<file path="src/rtl/supv_pkg.sv">
`timescale 1ns/1ps
package supv_pkg;
  typedef enum logic [1:0] {
    PWR_OFF     = 2'd0,
    PWR_STRETCH = 2'd1,
    PWR_RUN     = 2'd2
  } pwr_state_t;

  localparam int SYNC_W    = 6;
  localparam int IX_GOOD   = 0;
  localparam int IX_EARLY  = 1;
  localparam int IX_SLEEP  = 2;
  localparam int IX_MODE   = 3;
  localparam int IX_STROBE = 4;
  localparam int IX_BUTTON = 5;
endpackage

</file>
<file path="src/rtl/supv_sync.sv">
`timescale 1ns/1ps
module supv_sync #(
  parameter int WIDTH = 1
) (
  input  logic             clk,
  input  logic             rst,
  input  logic [WIDTH-1:0] d_i,
  output logic [WIDTH-1:0] q_o
);
  for (genvar b = 0; b < WIDTH; b++) begin : g_bit
    logic meta_q;
    logic stab_q;
    always_ff @(posedge clk) begin
      if (rst) begin
        meta_q <= 1'b0;
        stab_q <= 1'b0;
      end else begin
        meta_q <= d_i[b];
        stab_q <= meta_q;
      end
    end
    assign q_o[b] = stab_q;
  end
endmodule

</file>
<file path="src/rtl/supv_debounce.sv">
`timescale 1ns/1ps
module supv_debounce #(
  parameter int DEB_CYC = 16
) (
  input  logic clk,
  input  logic rst,
  input  logic raw_i,
  output logic clean_o
);
  localparam int CW = (DEB_CYC > 1) ? $clog2(DEB_CYC) : 1;
  logic [CW-1:0] cnt_q;

  always_ff @(posedge clk) begin
    if (rst) begin
      clean_o <= 1'b0;
      cnt_q   <= '0;
    end else if (raw_i == clean_o) begin
      cnt_q <= '0;
    end else if (cnt_q == CW'(DEB_CYC - 1)) begin
      clean_o <= raw_i;
      cnt_q   <= '0;
    end else begin
      cnt_q <= cnt_q + 1'b1;
    end
  end
endmodule

</file>
<file path="src/rtl/supv_power_seq.sv">
`timescale 1ns/1ps
module supv_power_seq
  import supv_pkg::*;
#(
  parameter int POR_CYC = 200,
  parameter int NMI_CYC = 32
) (
  input  logic       clk,
  input  logic       rst,
  input  logic       good_i,
  input  logic       early_i,
  output pwr_state_t state_o,
  output logic       nmi_pulse_o
);
  localparam int PW = (POR_CYC > 1) ? $clog2(POR_CYC) : 1;
  localparam int NW = $clog2(NMI_CYC + 1);

  logic [PW-1:0] por_cnt_q;
  logic [NW-1:0] nmi_cnt_q;
  logic          early_prev_q;
  logic          early_rise;

  always_ff @(posedge clk) begin
    if (rst) begin
      state_o   <= PWR_OFF;
      por_cnt_q <= '0;
    end else begin
      unique case (state_o)
        PWR_OFF: begin
          if (good_i) begin
            state_o   <= PWR_STRETCH;
            por_cnt_q <= '0;
          end
        end
        PWR_STRETCH: begin
          if (!good_i) begin
            state_o <= PWR_OFF;
          end else if (por_cnt_q == PW'(POR_CYC - 1)) begin
            state_o <= PWR_RUN;
          end else begin
            por_cnt_q <= por_cnt_q + 1'b1;
          end
        end
        default: begin
          if (!good_i) state_o <= PWR_OFF;
        end
      endcase
    end
  end

  assign early_rise = early_i & ~early_prev_q;

  always_ff @(posedge clk) begin
    if (rst) begin
      early_prev_q <= 1'b0;
      nmi_cnt_q    <= '0;
    end else begin
      early_prev_q <= early_i;
      if (early_rise) begin
        nmi_cnt_q <= NW'(NMI_CYC);
      end else if (nmi_cnt_q != '0) begin
        nmi_cnt_q <= nmi_cnt_q - 1'b1;
      end
    end
  end

  assign nmi_pulse_o = (nmi_cnt_q != '0);
endmodule

</file>
<file path="src/rtl/supv_watchdog.sv">
`timescale 1ns/1ps
module supv_watchdog #(
  parameter int WD_CYC    = 1000,
  parameter int PULSE_CYC = 64
) (
  input  logic clk,
  input  logic rst,
  input  logic strobe_i,
  input  logic hold_i,
  output logic expire_o,
  output logic busy_o
);
  localparam int WW = (WD_CYC > 1) ? $clog2(WD_CYC) : 1;
  localparam int RW = $clog2(PULSE_CYC + 1);

  logic          strobe_prev_q;
  logic          strobe_fall;
  logic [WW-1:0] wd_cnt_q;
  logic [RW-1:0] pulse_cnt_q;

  assign strobe_fall = strobe_prev_q & ~strobe_i;
  assign expire_o    = ~hold_i & ~strobe_fall & (wd_cnt_q == WW'(WD_CYC - 1));
  assign busy_o      = (pulse_cnt_q != '0);

  always_ff @(posedge clk) begin
    if (rst) begin
      strobe_prev_q <= 1'b0;
      wd_cnt_q      <= '0;
      pulse_cnt_q   <= '0;
    end else begin
      strobe_prev_q <= strobe_i;
      if (hold_i || strobe_fall || expire_o) begin
        wd_cnt_q <= '0;
      end else begin
        wd_cnt_q <= wd_cnt_q + 1'b1;
      end
      if (expire_o) begin
        pulse_cnt_q <= RW'(PULSE_CYC);
      end else if (pulse_cnt_q != '0) begin
        pulse_cnt_q <= pulse_cnt_q - 1'b1;
      end
    end
  end
endmodule

</file>
<file path="src/rtl/supv_reset_ctrl.sv">
`timescale 1ns/1ps
module supv_reset_ctrl
  import supv_pkg::*;
#(
  parameter int DEBOUNCE_CYC = 16,
  parameter int WDOG_CYC     = 1000,
  parameter int POR_CYC      = 200,
  parameter int NMI_CYC      = 32,
  parameter int WDRST_CYC    = 64
) (
  input  logic clk,
  input  logic rst,
  input  logic supply_good_i,
  input  logic early_fail_i,
  input  logic sleep_req_i,
  input  logic batt_mode_i,
  input  logic strobe_i,
  input  logic button_i,
  input  logic cen_i,
  output logic reset_o,
  output logic reset_n_o,
  output logic nmi_o,
  output logic pfail_o,
  output logic pfail_n_o,
  output logic cen_o
);
  logic [SYNC_W-1:0] raw_in;
  logic [SYNC_W-1:0] sync_in;
  logic good_s, early_s, sleep_s, mode_s, strobe_s, button_s;
  logic btn_db;
  pwr_state_t pwr_state;
  logic nmi_pulse;
  logic wd_hold;
  logic wd_expire;
  logic pulse_busy;
  logic supply_off;
  logic policy_rst;
  logic reset_req;

  always_comb begin
    raw_in            = '0;
    raw_in[IX_GOOD]   = supply_good_i;
    raw_in[IX_EARLY]  = early_fail_i;
    raw_in[IX_SLEEP]  = sleep_req_i;
    raw_in[IX_MODE]   = batt_mode_i;
    raw_in[IX_STROBE] = strobe_i;
    raw_in[IX_BUTTON] = button_i;
  end

  supv_sync #(.WIDTH(SYNC_W)) sync_i (
    .clk (clk),
    .rst (rst),
    .d_i (raw_in),
    .q_o (sync_in)
  );

  assign good_s   = sync_in[IX_GOOD];
  assign early_s  = sync_in[IX_EARLY];
  assign sleep_s  = sync_in[IX_SLEEP];
  assign mode_s   = sync_in[IX_MODE];
  assign strobe_s = sync_in[IX_STROBE];
  assign button_s = sync_in[IX_BUTTON];

  supv_debounce #(.DEB_CYC(DEBOUNCE_CYC)) deb_i (
    .clk     (clk),
    .rst     (rst),
    .raw_i   (button_s),
    .clean_o (btn_db)
  );

  supv_power_seq #(.POR_CYC(POR_CYC), .NMI_CYC(NMI_CYC)) pwr_i (
    .clk         (clk),
    .rst         (rst),
    .good_i      (good_s),
    .early_i     (early_s),
    .state_o     (pwr_state),
    .nmi_pulse_o (nmi_pulse)
  );

  assign wd_hold = reset_o | ~good_s | sleep_s;

  supv_watchdog #(.WD_CYC(WDOG_CYC), .PULSE_CYC(WDRST_CYC)) wd_i (
    .clk      (clk),
    .rst      (rst),
    .strobe_i (strobe_s),
    .hold_i   (wd_hold),
    .expire_o (wd_expire),
    .busy_o   (pulse_busy)
  );

  assign supply_off = (pwr_state == PWR_OFF);
  assign policy_rst = mode_s ? (pwr_state == PWR_STRETCH) : (pwr_state != PWR_RUN);
  assign reset_req  = policy_rst | btn_db | pulse_busy;

  always_ff @(posedge clk) begin
    if (rst) begin
      reset_o   <= 1'b1;
      reset_n_o <= 1'b0;
      nmi_o     <= 1'b0;
      pfail_o   <= 1'b1;
      pfail_n_o <= 1'b0;
      cen_o     <= 1'b1;
    end else begin
      reset_o   <= reset_req;
      reset_n_o <= ~reset_req;
      nmi_o     <= mode_s ? nmi_pulse : early_s;
      pfail_o   <= supply_off;
      pfail_n_o <= ~supply_off;
      cen_o     <= supply_off | cen_i;
    end
  end
endmodule

</file>
<file path="config.mk">
export PLATFORM = sky130hd
export DESIGN_NAME = supv_reset_ctrl
export DESIGN_NICKNAME = d
export VERILOG_FILES = /design/src/rtl/supv_pkg.sv /design/src/rtl/supv_sync.sv /design/src/rtl/supv_debounce.sv /design/src/rtl/supv_power_seq.sv /design/src/rtl/supv_watchdog.sv /design/src/rtl/supv_reset_ctrl.sv
export SDC_FILE = /design/constraint.sdc
export NUM_CORES = 1
export LEC_CHECK = 0
export BUFFER_PORTS_ARGS = -buffer_cell sky130_fd_sc_hd__buf_2
export CAP_MARGIN = 20
export CORE_MARGIN = 1.5
export CORE_UTILIZATION = 63
export DETAILED_ROUTE_END_ITERATION = 10
export GPL_TIMING_DRIVEN = 0
export PLACE_DENSITY = 0.79
export SLEW_MARGIN = 20
export SYNTH_ARGS = -nofsm -noshare
export SYNTH_HDL_FRONTEND = slang
export SYNTH_HIERARCHICAL = 1
export SYNTH_SLANG_ARGS = --single-unit
</file>
<file path="constraint.sdc">
create_clock -name clk -period 3.45 [get_ports clk]
set_input_delay 0.69 -clock clk [delete_from_list [all_inputs] [get_ports clk]]
set_output_delay 0.69 -clock clk [all_outputs]
set_load 0.02 [all_outputs]
</file>
==> reports/qor.tcl <==
set qor(wl_per_cell_um) 11.6
set qor(root_buffer) {sky130_fd_sc_hd__clkbuf_8}
set qor(cts_buffer_depth) 2
set qor(ios) 15
set qor(post_synth_num_cell_types) 49
set qor(power.leakage_nw) 0.999
set qor(placed_cell_area_sq_mm) 0.00246
set qor(syn_area_sq_mm) 0.00233
set qor(finalNonFillerCells) 306
set qor(proportion_of_total_power_due_to_net_switching_pct) 28.0
set qor(grt_use_total_pct) 21.1
set qor(timing.fmax_ghz) 0.603
set qor(seq_area_frac_synth_pct) 49.8
set qor(clk-insertion-delay-late_ns) 0.33
set qor(timing.reg2reg.setup_slack_ns) 1.79
set qor(yosys_register_bits) 58
set qor(post-cts-setup-buffer-count) 0
set qor(power_density_mw_per_mm2) 642
set qor(nNetsFinal) 272
set qor(design.core.area_sq_mm) 0.00344
set qor(p_int_w) 0.00121
set qor(final_util_pct) 76.0
set qor(critPathCapture) {wd_i/wd_cnt_q[8]$_SDFF_PP0_}
set qor(rsz0062_at_grt) {no}
set qor(cts_resized) 0
set qor(detail_route.drc_violations) 0
set qor(netSwitchingPower_w) 0.000471
set qor(cts_num_sinks) 58
set qor(cp-start-kind) {flop}
set qor(share_seq_of_total_power_pct) 47.2
set qor(cts_hold_buf) 0
set qor(clockPowerShare_pct) 30.5
set qor(cts-htree-levels) 3
set qor(min_path_type) {reg2reg}
set qor(worst_skew_ns) 0.00668
set qor(maxCapViolations) 0
set qor(yosysWarningCount) 6
set qor(vias_per_cell) 5.04
set qor(grt_max_degree) 19
set qor(hold_viol_final) 0
set qor(routed-via-count) 1541
set qor(initial_utilization_pct) 67.7
set qor(first_iter_violations) 65
set qor(clk_pin_slew_worst_paths_ns) 0.06
set qor(timing.critical_path.fanout_max) 9
set qor(synth_enable_flop_cells) 0
set qor(area_growth_syn_to_layout_pct) 12.3
set qor(layout-drive-gt1-share_pct) 23.1
set qor(synth_ff_type) {sky130_fd_sc_hd__dfxtp_1}
set qor(grt_overflow) 0
set qor(die_area_sq_mm) 0.00407
set qor(final_common_cell) {sky130_fd_sc_hd__dfxtp_1}
set qor(crit_start) {sync_i/g_bit[0].stab_q$_SDFF_PP0_}
set qor(hpwlAfterDp_um) 2500
set qor(cts_buffers) 9
set qor(final-setup-viol-count) 0
set qor(r2r-start) {sync_i/g_bit[0].stab_q$_SDFF_PP0_}
set qor(outcome) {finished, final reports clean}
set qor(critical_path_arrival_ns) 1.92
set qor(async_flop_share_pct) 0
set qor(antenna_found_initial) 0
set qor(die_w_um) 63.8
set qor(final_cell_mix) {sky130_fd_sc_hd__dfxtp_1 (58), sky130_fd_sc_hd__nor2_1 (36), sky130_fd_sc_hd__xnor2_1 (17)}
set qor(gpl.final_weighted_congestion) 0.829
set qor(ir_worst_vdd_mv) 0.435
set qor(grt_pass1_vias) 1510
set qor(comb_power_share_pct) 22.3
set qor(die_h_um) 63.8
set qor(syn_avg_cell_area_sq_um) 10.0
set qor(final.min_clock_period_ns) 1.66
set qor(port_buffers) 14
set qor(cts_tree) {yes}
set qor(drt_pass1_iterations) 4
set qor(design_area_sq_mm) 0.00262
set qor(total_length_of_routed_wires_um) 3540
set qor(crit_type) {reg2reg}
set qor(global_route_wire_length_before_repair_um) 6420
set qor(synth_fp_nets) 247
set qor(slew_at_the_pin_with_the_worst_max_slew_slack_ns) 0.553
set qor(ant_nets) 0
set qor(r2r_end) {wd_i/wd_cnt_q[8]$_SDFF_PP0_}
set qor(worst_r2r_path_depth) 5
set qor(report.power.total_w) 0.00168
set qor(end_kind) {flop}
set qor(totalNegativeSetupSlack_ns) 0
set qor(synthesis.instances) 233
set qor(max-slew-margin-rel_pct) 62.9
set qor(timing.critical_path.required_ns) 3.71
set qor(dp_cells) 293
set qor(timing.final.max_slew_violations) 0
set qor(row_count) 21
set qor(insertedDiodeCount) 0
set qor(final.period_utilization_pct) 48.1
==> logic make-up (layout without fill, tap and decap cells) <==
group / Yosys count / count (layout) / synth area share (%)
AOI/OAI and AO/OA: 17 / 17 / 5.48
xor gates and xnor gates: 23 / 23 / 8.64
adders and majority gates: 6 / 6 / 3.17
buffers and inverters: 20 / 47 / 4.51
DFF: 58 / 58 / 49.8
muxes: 3 / 3 / 1.29
and+or+nand+nor: 106 / 106 / 27.1
==> synthesized netlist by cell type, types with 2 or more instances <==
cell type / count / share of area, %
sky130_fd_sc_hd__mux2i_1: 3 / 1.3
sky130_fd_sc_hd__xnor2_1: 17 / 6.4
sky130_fd_sc_hd__dfxtp_1: 58 / 50
sky130_fd_sc_hd__nor3_1: 11 / 2.4
sky130_fd_sc_hd__and2b_2: 2 / 0.75
sky130_fd_sc_hd__nor2b_1: 2 / 0.54
sky130_fd_sc_hd__nand2b_1: 2 / 0.54
sky130_fd_sc_hd__xor2_1: 6 / 2.3
sky130_fd_sc_hd__o21ai_0: 2 / 0.43
sky130_fd_sc_hd__a21oi_1: 4 / 0.86
sky130_fd_sc_hd__ha_1: 5 / 2.7
sky130_fd_sc_hd__nor2_1: 36 / 5.8
sky130_fd_sc_hd__nand4_1: 4 / 1.1
sky130_fd_sc_hd__nand3_1: 5 / 1.1
sky130_fd_sc_hd__or3_1: 6 / 1.6
sky130_fd_sc_hd__nand2_1: 11 / 1.8
sky130_fd_sc_hd__inv_1: 12 / 1.9
sky130_fd_sc_hd__nand3b_2: 2 / 0.97
sky130_fd_sc_hd__buf_4: 6 / 1.9
sky130_fd_sc_hd__nor2b_2: 8 / 3.0
sky130_fd_sc_hd__and2_1: 2 / 0.54
sky130_fd_sc_hd__nor2b_4: 2 / 1.2
==> flip-flops by register name, summed over array words and instances (netlist names), 2 cells and up <==
name and cells:
wd_i/wd_cnt_q 10, pwr_i/por_cnt_q 8, wd_i/pulse_cnt_q 7, pwr_i/nmi_cnt_q 6, sync_i/g_bit.meta_q 6, sync_i/g_bit.stab_q 6, deb_i/cnt_q 4, pwr_i/state_o 2
==> how the worst min path moves through the flow <==
stage	from	end	cells past startpoint
2_1_floorplan	sync_i/g_bit[1].meta_q$_SDFF_PP0_	sync_i/g_bit[1].stab_q$_SDFF_PP0_	1
4_1_cts	sync_i/g_bit[2].meta_q$_SDFF_PP0_	sync_i/g_bit[2].stab_q$_SDFF_PP0_	1
3_5_place_dp	sync_i/g_bit[3].meta_q$_SDFF_PP0_	sync_i/g_bit[3].stab_q$_SDFF_PP0_	1
5_1_grt	sync_i/g_bit[2].meta_q$_SDFF_PP0_	sync_i/g_bit[2].stab_q$_SDFF_PP0_	1
6_report	sync_i/g_bit[4].meta_q$_SDFF_PP0_	sync_i/g_bit[4].stab_q$_SDFF_PP0_	1
3_3_place_gp	sync_i/g_bit[1].meta_q$_SDFF_PP0_	sync_i/g_bit[1].stab_q$_SDFF_PP0_	1
==> stage by stage <==
step                      hold WS (ns)  worst slack [ns]
after global placement           0.421              1.75
final                            0.436              1.79
after global routing             0.454              1.68
after floorplan                  0.415              1.94
after detailed placement         0.427              1.74
after CTS                        0.440              1.77
==> power groups by stage <==
stage / clock, W / sequential, W / combinational (W)
after floorplan: 0 / 0.000800 / 0.000311
after global placement: 0 / 0.000805 / 0.000360
after detailed placement: 0 / 0.000806 / 0.000373
after CTS: 0.000530 / 0.000793 / 0.000377
after global routing: 0.000570 / 0.000802 / 0.000428
final: 0.000513 / 0.000793 / 0.000374
==> critical path, cell delays in order (launching register included) <==
cell and delay [ns]:
sky130_fd_sc_hd__dfxtp_1 0.30, sky130_fd_sc_hd__buf_4 0.13, sky130_fd_sc_hd__or3b_2 0.45, sky130_fd_sc_hd__a21o_1 0.23
sky130_fd_sc_hd__nand3b_2 0.33, sky130_fd_sc_hd__nor2_1 0.14
==> final cells by class <==
class,instances,area (sq um)
plain buffers,7,56.3
repair buffers,14,70.1
clock buffers,13,159
flip-flops and latches,58,1160
well taps,46,57.6
fillers,269,825
inverters,13,48.8
multi-input cells,155,1060
==> layer usage <==
metal | up-vias | global-route usage, % | part of all wire (%)
met2 | 22 | 33.2 | 48
met4 | 0 | 8.15 | 1.3
met1 | 695 | 23.7 | 47
met3 | 5 | 11.6 | 4.0
li1 | 819 | - | -
met5 | - | 0 | 0
No activity file was read; power rests on OpenSTA's default activity.
